File: src/rtl/ctl_out_pkg.sv
package ctl_out_pkg;
   typedef enum logic {
      HS_ACK = 1'b0,
      HS_NAK = 1'b1
   } hs_e;

   // index of each sticky flag in the flag vector
   localparam int unsigned FLG_EOP = 0;
   localparam int unsigned FLG_EOT = 1;
   localparam int unsigned FLG_LVL = 2;
   localparam int unsigned FLG_NUM = 3;
endpackage

File: src/rtl/ctl_out_classify.sv
module ctl_out_classify #(
   parameter int unsigned MAX_PKT    = 8,
   parameter int unsigned FIFO_DEPTH = 16,
   parameter int unsigned LEN_W      = $clog2(MAX_PKT + 1),
   parameter int unsigned LVL_W      = $clog2(FIFO_DEPTH + 1)
) (
   input  logic             clk,
   input  logic             rst_n,
   input  logic             pkt_valid,
   input  logic [LEN_W-1:0] pkt_len,
   input  logic             xfer_done,
   input  logic [LVL_W-1:0] level,
   output logic             accept,
   output logic             set_eop,
   output logic             set_eot
);
   localparam int unsigned SUM_W = LVL_W + 1;

   logic             after_max_q;
   logic [SUM_W-1:0] sum;
   logic             room;
   logic             is_max;
   logic             is_zero;

   always_comb begin
      sum     = SUM_W'(level) + SUM_W'(pkt_len);
      room    = (sum <= SUM_W'(FIFO_DEPTH));
      is_max  = (pkt_len == LEN_W'(MAX_PKT));
      is_zero = (pkt_len == '0);
      accept  = pkt_valid & ~xfer_done & room;
      set_eop = accept;
      set_eot = accept & ((~is_zero & ~is_max) | (is_zero & after_max_q));
   end

   // remembers whether the last accepted packet was full size
   always_ff @(posedge clk or negedge rst_n) begin
      if (!rst_n)      after_max_q <= 1'b0;
      else if (accept) after_max_q <= is_max;
   end
endmodule

File: src/rtl/ctl_out_level.sv
module ctl_out_level #(
   parameter int unsigned FIFO_DEPTH = 16,
   parameter int unsigned LEN_W      = 4,
   parameter int unsigned LVL_W      = $clog2(FIFO_DEPTH + 1)
) (
   input  logic             clk,
   input  logic             rst_n,
   input  logic             add_en,
   input  logic [LEN_W-1:0] add_len,
   input  logic             rd_strobe,
   input  logic [LVL_W-1:0] thresh,
   output logic [LVL_W-1:0] level,
   output logic             lvl_rise
);
   logic [LVL_W-1:0] level_d;
   logic [LVL_W-1:0] inc;
   logic             dec;

   always_comb begin
      inc      = add_en ? LVL_W'(add_len) : '0;
      dec      = rd_strobe & (level != '0);
      level_d  = level + inc - LVL_W'(dec);
      lvl_rise = (level <= thresh) & (level_d > thresh);
   end

   always_ff @(posedge clk or negedge rst_n) begin
      if (!rst_n) level <= '0;
      else        level <= level_d;
   end
endmodule

File: src/rtl/ctl_out_flag.sv
module ctl_out_flag (
   input  logic clk,
   input  logic rst_n,
   input  logic set,
   input  logic clr,
   output logic q
);
   always_ff @(posedge clk or negedge rst_n) begin
      if (!rst_n)   q <= 1'b0;
      else if (set) q <= 1'b1;
      else if (clr) q <= 1'b0;
   end
endmodule

File: src/rtl/ctl_out_tracker.sv
module ctl_out_tracker
   import ctl_out_pkg::*;
#(
   parameter int unsigned MAX_PKT    = 8,
   parameter int unsigned FIFO_DEPTH = 16,
   localparam int unsigned LEN_W     = $clog2(MAX_PKT + 1),
   localparam int unsigned LVL_W     = $clog2(FIFO_DEPTH + 1)
) (
   input  logic             clk,
   input  logic             rst_n,
   input  logic             pkt_valid,
   input  logic [LEN_W-1:0] pkt_len,
   input  logic             rd_strobe,
   input  logic [LVL_W-1:0] lvl_thresh,
   input  logic             clr_eop,
   input  logic             clr_eot,
   input  logic             clr_lvl,
   output logic             hs_valid,
   output logic             hs_nak,
   output logic             eop_flag,
   output logic             eot_flag,
   output logic             lvl_flag,
   output logic [LVL_W-1:0] fifo_count
);
   if (MAX_PKT < 1) begin : g_chk_max
      $error("MAX_PKT must be at least 1");
   end
   if (FIFO_DEPTH < MAX_PKT) begin : g_chk_depth
      $error("FIFO_DEPTH must hold one full packet");
   end

   logic               accept;
   logic               set_eop;
   logic               set_eot;
   logic               lvl_rise;
   logic [FLG_NUM-1:0] flg_set;
   logic [FLG_NUM-1:0] flg_clr;
   logic [FLG_NUM-1:0] flg_q;
   hs_e                hs_q;

   ctl_out_classify #(
      .MAX_PKT(MAX_PKT), .FIFO_DEPTH(FIFO_DEPTH), .LEN_W(LEN_W), .LVL_W(LVL_W)
   ) u_cls (
      .clk(clk), .rst_n(rst_n), .pkt_valid(pkt_valid), .pkt_len(pkt_len),
      .xfer_done(flg_q[FLG_EOT]), .level(fifo_count),
      .accept(accept), .set_eop(set_eop), .set_eot(set_eot)
   );

   ctl_out_level #(
      .FIFO_DEPTH(FIFO_DEPTH), .LEN_W(LEN_W), .LVL_W(LVL_W)
   ) u_lvl (
      .clk(clk), .rst_n(rst_n), .add_en(accept), .add_len(pkt_len),
      .rd_strobe(rd_strobe), .thresh(lvl_thresh),
      .level(fifo_count), .lvl_rise(lvl_rise)
   );

   always_comb begin
      flg_set          = '0;
      flg_clr          = '0;
      flg_set[FLG_EOP] = set_eop;
      flg_set[FLG_EOT] = set_eot;
      flg_set[FLG_LVL] = lvl_rise;
      flg_clr[FLG_EOP] = clr_eop;
      flg_clr[FLG_EOT] = clr_eot;
      flg_clr[FLG_LVL] = clr_lvl;
   end

   for (genvar i = 0; i < FLG_NUM; i++) begin : g_flag
      ctl_out_flag u_flag (
         .clk(clk), .rst_n(rst_n), .set(flg_set[i]), .clr(flg_clr[i]), .q(flg_q[i])
      );
   end

   always_ff @(posedge clk or negedge rst_n) begin
      if (!rst_n) begin
         hs_valid <= 1'b0;
         hs_q     <= HS_ACK;
      end else begin
         hs_valid <= pkt_valid;
         hs_q     <= (pkt_valid & ~accept) ? HS_NAK : HS_ACK;
      end
   end

   assign hs_nak   = (hs_q == HS_NAK);
   assign eop_flag = flg_q[FLG_EOP];
   assign eot_flag = flg_q[FLG_EOT];
   assign lvl_flag = flg_q[FLG_LVL];
endmodule

File: config.mk
export PLATFORM = sky130hd
export DESIGN_NAME = ctl_out_tracker
export DESIGN_NICKNAME = d
export VERILOG_FILES = /design/src/rtl/ctl_out_pkg.sv /design/src/rtl/ctl_out_classify.sv /design/src/rtl/ctl_out_level.sv /design/src/rtl/ctl_out_flag.sv /design/src/rtl/ctl_out_tracker.sv
export SDC_FILE = /design/constraint.sdc
export NUM_CORES = 1
export LEC_CHECK = 0
export ABC_AREA = 1
export BUFFER_PORTS_ARGS = -buffer_cell sky130_fd_sc_hd__clkbuf_2
export CAP_MARGIN = 20
export CORE_MARGIN = 2
export CORE_UTILIZATION = 35
export DETAILED_ROUTE_END_ITERATION = 16
export HOLD_SLACK_MARGIN = 0.05
export SYNTH_ARGS = -nofsm -noshare
export SYNTH_HDL_FRONTEND = slang
export SYNTH_HIERARCHICAL = 1
export SYNTH_SLANG_ARGS = --single-unit
File: constraint.sdc
create_clock -name clk -period 10.8 [get_ports clk]
set_input_delay 2.7 -clock clk [delete_from_list [all_inputs] [get_ports clk]]
set_output_delay 2.7 -clock clk [all_outputs]
set_load 0.03 [all_outputs]
==> impl_metrics.json, run 1 <==
{
  "antenna_cells": 0,
  "critPathLaunch": "pkt_len[0]",
  "rr_endpoint": "g_flag[2].u_flag/q$_DFFE_PN0P_",
  "r2r_setup_slack_ps": 6640,
  "finalNetCount": 224,
  "layout_commonest_cell": "nand2_1",
  "grt_pass1_wl_mm": 3.870,
  "grt_pass1_vias": 946,
  "start_kind": "primary input",
  "syn_nets": 195,
  "synth_xor_area_frac": 0.03132,
  "hp-class": "flip-flop to flip-flop",
  "drv_cap": 0,
  "rows": 20,
  "cp-end-kind": "flip-flop",
  "worstPathArrival_ps": 6480,
  "layout_common_cells": "nand2_1, inv_1, clkbuf_2",
  "place_hpwl_mm": 1.963,
  "tightest_slew_ps": 306.4,
  "relSlewSlack": 0.7957,
  "die_h_um": 60.53,
  "rsz0062_at_grt": "false",
  "crit_required_ps": 11010,
  "via_per_inst": 4.546,
  "clk_root_buffer_cell": "clkbuf_4",
  "die_area_um2": 3664,
  "io_pins": 26,
  "crit_path_max_fanout": 6,
  "synth_adder_area_share": 0.2819,
  "syn_to_final_growth_pct": 17.78,
  "fp.dieW_um": 60.53,
  "routedWlPerCell_um": 10.19,
  "routed_wl_mm": 2.313,
  "timing_hold_violations_final": 0,
  "netlist_instances": 155,
  "design.core.area_um2": 3053,
  "cts_hold_buf": 0,
  "nFillCells": 333,
  "fin_crit_sh": 0.5806,
  "holdWs_ps": 471.4,
  "clock-sinks": 11,
  "clk_latency_ps": 270,
  "status": "finished, final reports clean",
  "synth.area.mux_share": 0,
  "synth_cell_types": 19,
  "place_congestion": 0.8689,
  "start_util": 0.3664,
  "synthSimpleGateAreaFrac": 0.2707,
  "min_from": "g_flag[0].u_flag/q$_DFFE_PN0P_",
  "grt_overflow": 0,
  "cts_tree": "built",
  "reg2reg_depth": 26,
  "syn_area_um2": 1119,
  "grt_max_degree": 12,
  "drtPass1Iterations": 4,
  "final.setup.tns_ps": 0,
  "ant_nets": 0,
  "ys_ff_latch": 11,
  "drive_gt1_frac": 0.1858,
  "antenna_found_initial": 0,
  "syn-mean-instance-area_um2": 7.217,
  "crit_path_end": "g_flag[2].u_flag/q$_DFFE_PN0P_",
  "r2r-start": "u_lvl/level[0]$_DFF_PN0_",
  "fmax_ghz": 0.1595,
  "drtIter0Drc": 37,
  "htree_levels": 1,
  "report.final.slew_viol_count": 0,
  "path_clk_slew_ps": 70,
  "grtUsageTotal": 0.1414,
  "synth_compound_gate_area_share": 0.03579,
  "ctsResizeCount": 0,
  "remaining_drc_errors": 0,
  "finalSetupViolCount": 0,
  "yosys_warnings": 6,
  "cts_buffer_depth": 2,
  "port_buffers": 25,
  "post-cts-setup-buffer-count": 0,
  "via_count": 1032,
  "criticalPathCategory": "primary input to flip-flop",
  "synth_top_family_by_area": "adder cells",
  "cts_buffers": 3,
  "yosysSeqAreaShare": 0.2461,
  "finalClockSkew_ps": 3.650,
  "min_period_ps": 6270
}
-- Yosys cell counts --
master	count	area (um2)
fa_1	2	40.04
xor2_1	3	26.28
dfrtp_1	11	275.3
a21oi_1	7	35.03
or2_4	1	8.760
nor2_1	8	30.03
buf_4	1	7.510
nand2_1	39	146.4
o21ai_0	1	5.000
nor3_1	1	5.000
ha_1	22	275.3
nand4_1	2	12.51
or3_1	1	6.260
xnor2_1	1	8.760
inv_1	38	142.6
nand3_1	11	55.05
nor2_2	3	18.77
nor3b_1	1	7.510
nand2_2	2	12.51
-- routing by layer --
| metal | GRT usage | part of all wire |
|---|---|---|
| met1 | 0.1673 | 0.42 |
| met2 | 0.2578 | 0.52 |
| met3 | 0.01279 | 0.039 |
| met4 | 0.06522 | 0.018 |
| met5 | 0 | 0 |
-- metrics by stage --
stage          instance area, um2  std cells  utilization  setup WS, ps
6_report                     1318        227       0.4316          4530
2_1_floorplan                1119        155            -          4677
5_1_grt                      1318        227       0.4316          4223
4_1_cts                      1318        227       0.4316          4518
3_3_place_gp                 1291        223       0.4230          4332
3_5_place_dp                 1291        223       0.4230          4242
-- critical path: stages --
cell and delay, ps:
clkbuf_2 100, ha_1 240, fa_1 450, or2_4 260, nor2_2 100, nand3_1 90, nand2_2 80, nand2_2 60
inv_1 160, nand2_1 80, ha_1 270, inv_1 40, ha_1 200, fa_1 410, nand3_1 100, nand2_1 60
xor2_1 130, inv_1 70, ha_1 300, nand2_1 80, nor2_2 120, nand2_1 60, nand3_1 60, nand2_1 50
nor2_1 90, inv_1 50, nand2_1 60
-- state kept, by name, indices dropped and copies added, names as in the netlist --
name and cells:
hs_valid 1, u_lvl/level 5, g_flag.u_flag/q 3, hs_nak 1, u_cls/after_max_q 1
-- area by class of cell --
class                           count  area [um2]  share of cell area
Multi-Input combinational cell    105       693.2              0.5261
Sequential cell                    11       275.3              0.2089
Inverter                           38       142.6              0.1083
Timing Repair Buffer               25       125.1             0.09497
Tap cell                           44       55.05             0.04179
Clock buffer                        4       26.28             0.01994
-- cell families (layout without fill, tap and decap cells) --
kind of cell	Yosys count	count (layout)
and+or+nand+nor	69	69
buffers and inverters	39	67
AOI/OAI and AO/OA	8	8
DFF	11	11
adders and majority gates	24	24
xor gates and xnor gates	4	4
-- how the worst min path moves through the flow --
stage	endpoint	slack, ps	cells past startpoint
after global routing	u_cls/after_max_q$_DFFE_PN0P_	500	2
after floorplan	u_cls/after_max_q$_DFFE_PN0P_	440	2
after global placement	g_flag[2].u_flag/q$_DFFE_PN0P_	460	2
after detailed placement	g_flag[0].u_flag/q$_DFFE_PN0P_	470	2
final	g_flag[0].u_flag/q$_DFFE_PN0P_	470	2
after CTS	g_flag[0].u_flag/q$_DFFE_PN0P_	480	2
Power of run 1 is not shown: default switching activity piles up to over one toggle a cycle in this logic, so the estimate is an artifact.
==> run 2: changes to the inputs <==
--- a/config.mk
+++ b/config.mk
@@ -5,7 +5,7 @@
 export SDC_FILE = /design/constraint.sdc
 export NUM_CORES = 1
 export LEC_CHECK = 0
-export ABC_AREA = 1
+export ABC_AREA = 0
 export BUFFER_PORTS_ARGS = -buffer_cell sky130_fd_sc_hd__clkbuf_2
 export CAP_MARGIN = 20
 export CORE_MARGIN = 2
==> constraint.sdc (replaced) <==
create_clock -name clk -period 6.4 [get_ports clk]
set_input_delay 1.6 -clock clk [delete_from_list [all_inputs] [get_ports clk]]
set_output_delay 1.6 -clock clk [all_outputs]
set_load 0.03 [all_outputs]
==> run 2 against run 1 <==
  * The flow now finishes with violations (DRC)
  * Worst hold slack gained 16 ps
  * Design area shrank 6.3%
  * Register-to-register slack lost 4900 ps
  * Die area shrank 5.5%
  * Sequential share of layout area grew 1.4 points
  * Global-route usage is essentially flat
  * Critical path depth shrank 6
  * Non-clock buffer count is the same
  * Cell count shrank 26%
  * Wire length shrank 6.0%
  * First-iteration DRC count shrank 59%
  * Utilization grew 0.87 points
==> impl_metrics.json, run 2 <==
{
  "start_kind": "primary input",
  "r2r_setup_slack_ps": 1740,
  "io_pins": 26,
  "yosys-top-cells-count": "inv_1, ha_1, dfrtp_1, nand2_1, a21o_1",
  "ctsResizeCount": 0,
  "syn_to_final_growth_pct": 17.36,
  "synth_xor_area_frac": 0.04994,
  "relSlewSlack": 0.8149,
  "crit_path_end": "g_flag[2].u_flag/q$_DFFE_PN0P_",
  "place_hpwl_mm": 1.906,
  "routedWlPerCell_um": 12.86,
  "critPathMaxStageDelay_ps": 410,
  "netlist_instances": 110,
  "via_per_inst": 4.888,
  "layout_commonest_cell": "clkbuf_2",
  "layout_common_cells": "clkbuf_2, inv_1, ha_1",
  "grt_pass1_vias": 876,
  "crit_family": "adder cells",
  "multiInputGateArea_um2": 679.4,
  "path_buf_inv": 3,
  "r2r-start": "u_lvl/level[0]$_DFF_PN0_",
  "routed_wl_mm": 2.174,
  "top_register": "u_lvl/level",
  "post-cts-setup-buffer-count": 0,
  "yosys_warnings": 6,
  "die_h_um": 58.83,
  "finalNetCount": 179,
  "synth_adder_area_share": 0.2996,
  "finalSetupViolCount": 0,
  "rows": 19,
  "rr_endpoint": "g_flag[2].u_flag/q$_DFFE_PN0P_",
  "die_area_um2": 3461,
  "antenna_found_initial": 0,
  "ys.flop_type": "dfrtp_1",
  "syn_area_um2": 1052,
  "cp.depth": 21,
  "grt_pass1_wl_mm": 3.684,
  "antenna_cells": 0,
  "critPathLaunch": "pkt_len[0]",
  "holdWs_ps": 487.7,
  "finalClockSkew_ps": 1.831,
  "synth.most_common_cell": "inv_1",
  "reg.largest.list": "u_lvl/level: 5 flops, g_flag.u_flag/q: 3 flops",
  "largest_register_ffs": 5,
  "cts_tree": "built",
  "place_congestion": 0.8333,
  "fp.dieW_um": 58.83,
  "worstPathArrival_ps": 5810,
  "remaining_drc_errors": 2,
  "hp-class": "flip-flop to flip-flop",
  "synth.area.mux_share": 0.009512,
  "path_clk_slew_ps": 70,
  "fin_crit_sh": 0.8832,
  "status": "complete, but fails checks",
  "ant_nets": 0,
  "htree_levels": 1,
  "rsz0062_at_grt": "false",
  "crit_required_ps": 6550,
  "via_count": 826,
  "reg2reg_depth": 20,
  "tightest_slew_ps": 275.1,
  "synthSimpleGateAreaFrac": 0.1046,
  "critical_path.slowest_cell": "fa_1",
  "design.core.area_um2": 2805,
  "start_util": 0.3751,
  "drv_cap": 0,
  "clk_root_buffer_cell": "clkbuf_4",
  "timing_hold_violations_final": 0,
  "ff_latch_area_um2": 275.3,
  "cts_hold_buf": 0,
  "grt_max_degree": 12,
  "fmax_ghz": 0.1769,
  "grt_overflow": 0,
  "yosysSeqAreaShare": 0.2616,
  "syn_nets": 150,
  "nFillCells": 291,
  "cp_common_cell": "ha_1",
  "clk_latency_ps": 260,
  "netlist.area_leader.share": 0.2616,
  "synth_cell_types": 30,
  "grtUsageTotal": 0.1417,
  "min_period_ps": 5653,
  "synth-edff-count": 0,
  "postSynth.asyncResetShare": 1.000,
  "cts_buffer_depth": 2,
  "synthTopCellsByArea": "dfrtp_1, ha_1, inv_1, a21o_1, fa_1",
  "drive_gt1_frac": 0.2536,
  "cts_buffers": 3,
  "final.setup.tns_ps": 0,
  "yosysTopAreaCell": "dfrtp_1",
  "violations": "DRC",
  "drtIter0Drc": 15,
  "path_cells": "clkbuf_2, ha_1, fa_1, xor2_1, a2111oi_4, o221ai_2, inv_1, nand2_1, ha_1, inv_1, ha_1, fa_1, a21o_1, a21oi_1, xnor2_1, ha_1, nand4_1, nor2_1, a211o_1, o221a_1, a21o_1",
  "syn-mean-instance-area_um2": 9.566,
  "clock-sinks": 11,
  "crit_path_max_fanout": 6,
  "drtPass1Iterations": 10,
  "ys_ff_latch": 11,
  "cp-end-kind": "flip-flop",
  "criticalPathCategory": "primary input to flip-flop",
  "port_buffers": 25,
  "synth_compound_gate_area_share": 0.1819,
  "synth_top_family_by_area": "adder cells",
  "report.final.slew_viol_count": 0
}
## run 2: cell types whose count changed after synthesis, sizes merged, moves of 2 or more
cell   previous run  this run
nand2            41         8
xnor2             1         3
a211o             0         2
nand3            11         2
nor2b             0         3
inv              38        24
nor2             11         3
a21o              0         7
## run 2: worst min-delay path by stage
stage	cells after the start	end	slack [ps]	start
floorplan	2	u_cls/after_max_q$_DFFE_PN0P_	490	u_cls/after_max_q$_DFFE_PN0P_
global placement	1	g_flag[2].u_flag/q$_DFFE_PN0P_	460	g_flag[2].u_flag/q$_DFFE_PN0P_
detailed placement	1	g_flag[2].u_flag/q$_DFFE_PN0P_	480	g_flag[2].u_flag/q$_DFFE_PN0P_
CTS	1	g_flag[2].u_flag/q$_DFFE_PN0P_	490	g_flag[2].u_flag/q$_DFFE_PN0P_
global route	1	g_flag[0].u_flag/q$_DFFE_PN0P_	510	g_flag[0].u_flag/q$_DFFE_PN0P_
finish	1	g_flag[0].u_flag/q$_DFFE_PN0P_	490	g_flag[0].u_flag/q$_DFFE_PN0P_
## run 2: cells by family (layout without fill, tap and decap cells)
logic type,after synthesis,after routing
DFF,11,11
AOI/OAI and AO/OA,22,22
xor gates and xnor gates,6,6
buffers and inverters,25,53
adders and majority gates,24,24
and+or+nand+nor,21,21
muxes,1,1
## run 2: area by class of cell
type | count | share of cell area
multi-input combinational | 74 | 0.5502
sequential | 11 | 0.2229
timing repair buffer | 25 | 0.1013
inverter | 24 | 0.07295
tap | 31 | 0.03141
clock buffer | 4 | 0.02128
## run 2: worst reg2reg max path, stage by stage (launching register included)
cell and delay [ps]:
dfrtp_1 450, ha_1 240, fa_1 410, xor2_1 190, a2111oi_4 350, o221ai_2 180, inv_1 200, nand2_1 90
ha_1 280, inv_1 40, ha_1 200, fa_1 410, a21o_1 190, a21oi_1 190, xnor2_1 170, ha_1 280
nand4_1 120, nor2_1 50, a211o_1 260, o221a_1 120, a21o_1 150
## run 2: per-stage QoR
stage               utilization  area (um2)  setup WS [ps]  cells
floorplan                     -        1052          910.0    110
detailed placement       0.4309        1209          428.1    165
CTS                      0.4402        1235          705.4    169
finish                   0.4402        1235          747.2    169
global placement         0.4309        1209          523.0    165
global route             0.4402        1235          425.3    169
## run 2: routing by layer
layer / vias up / part of all wire / global-route usage
met3: 4 / 0.030 / 0.01319
met2: 19 / 0.53 / 0.2571
li1: 428 / - / -
met4: 0 / 0.017 / 0.05844
met5: - / 0 / 0
met1: 375 / 0.43 / 0.1696
Power of run 2 is left out for the same reason.
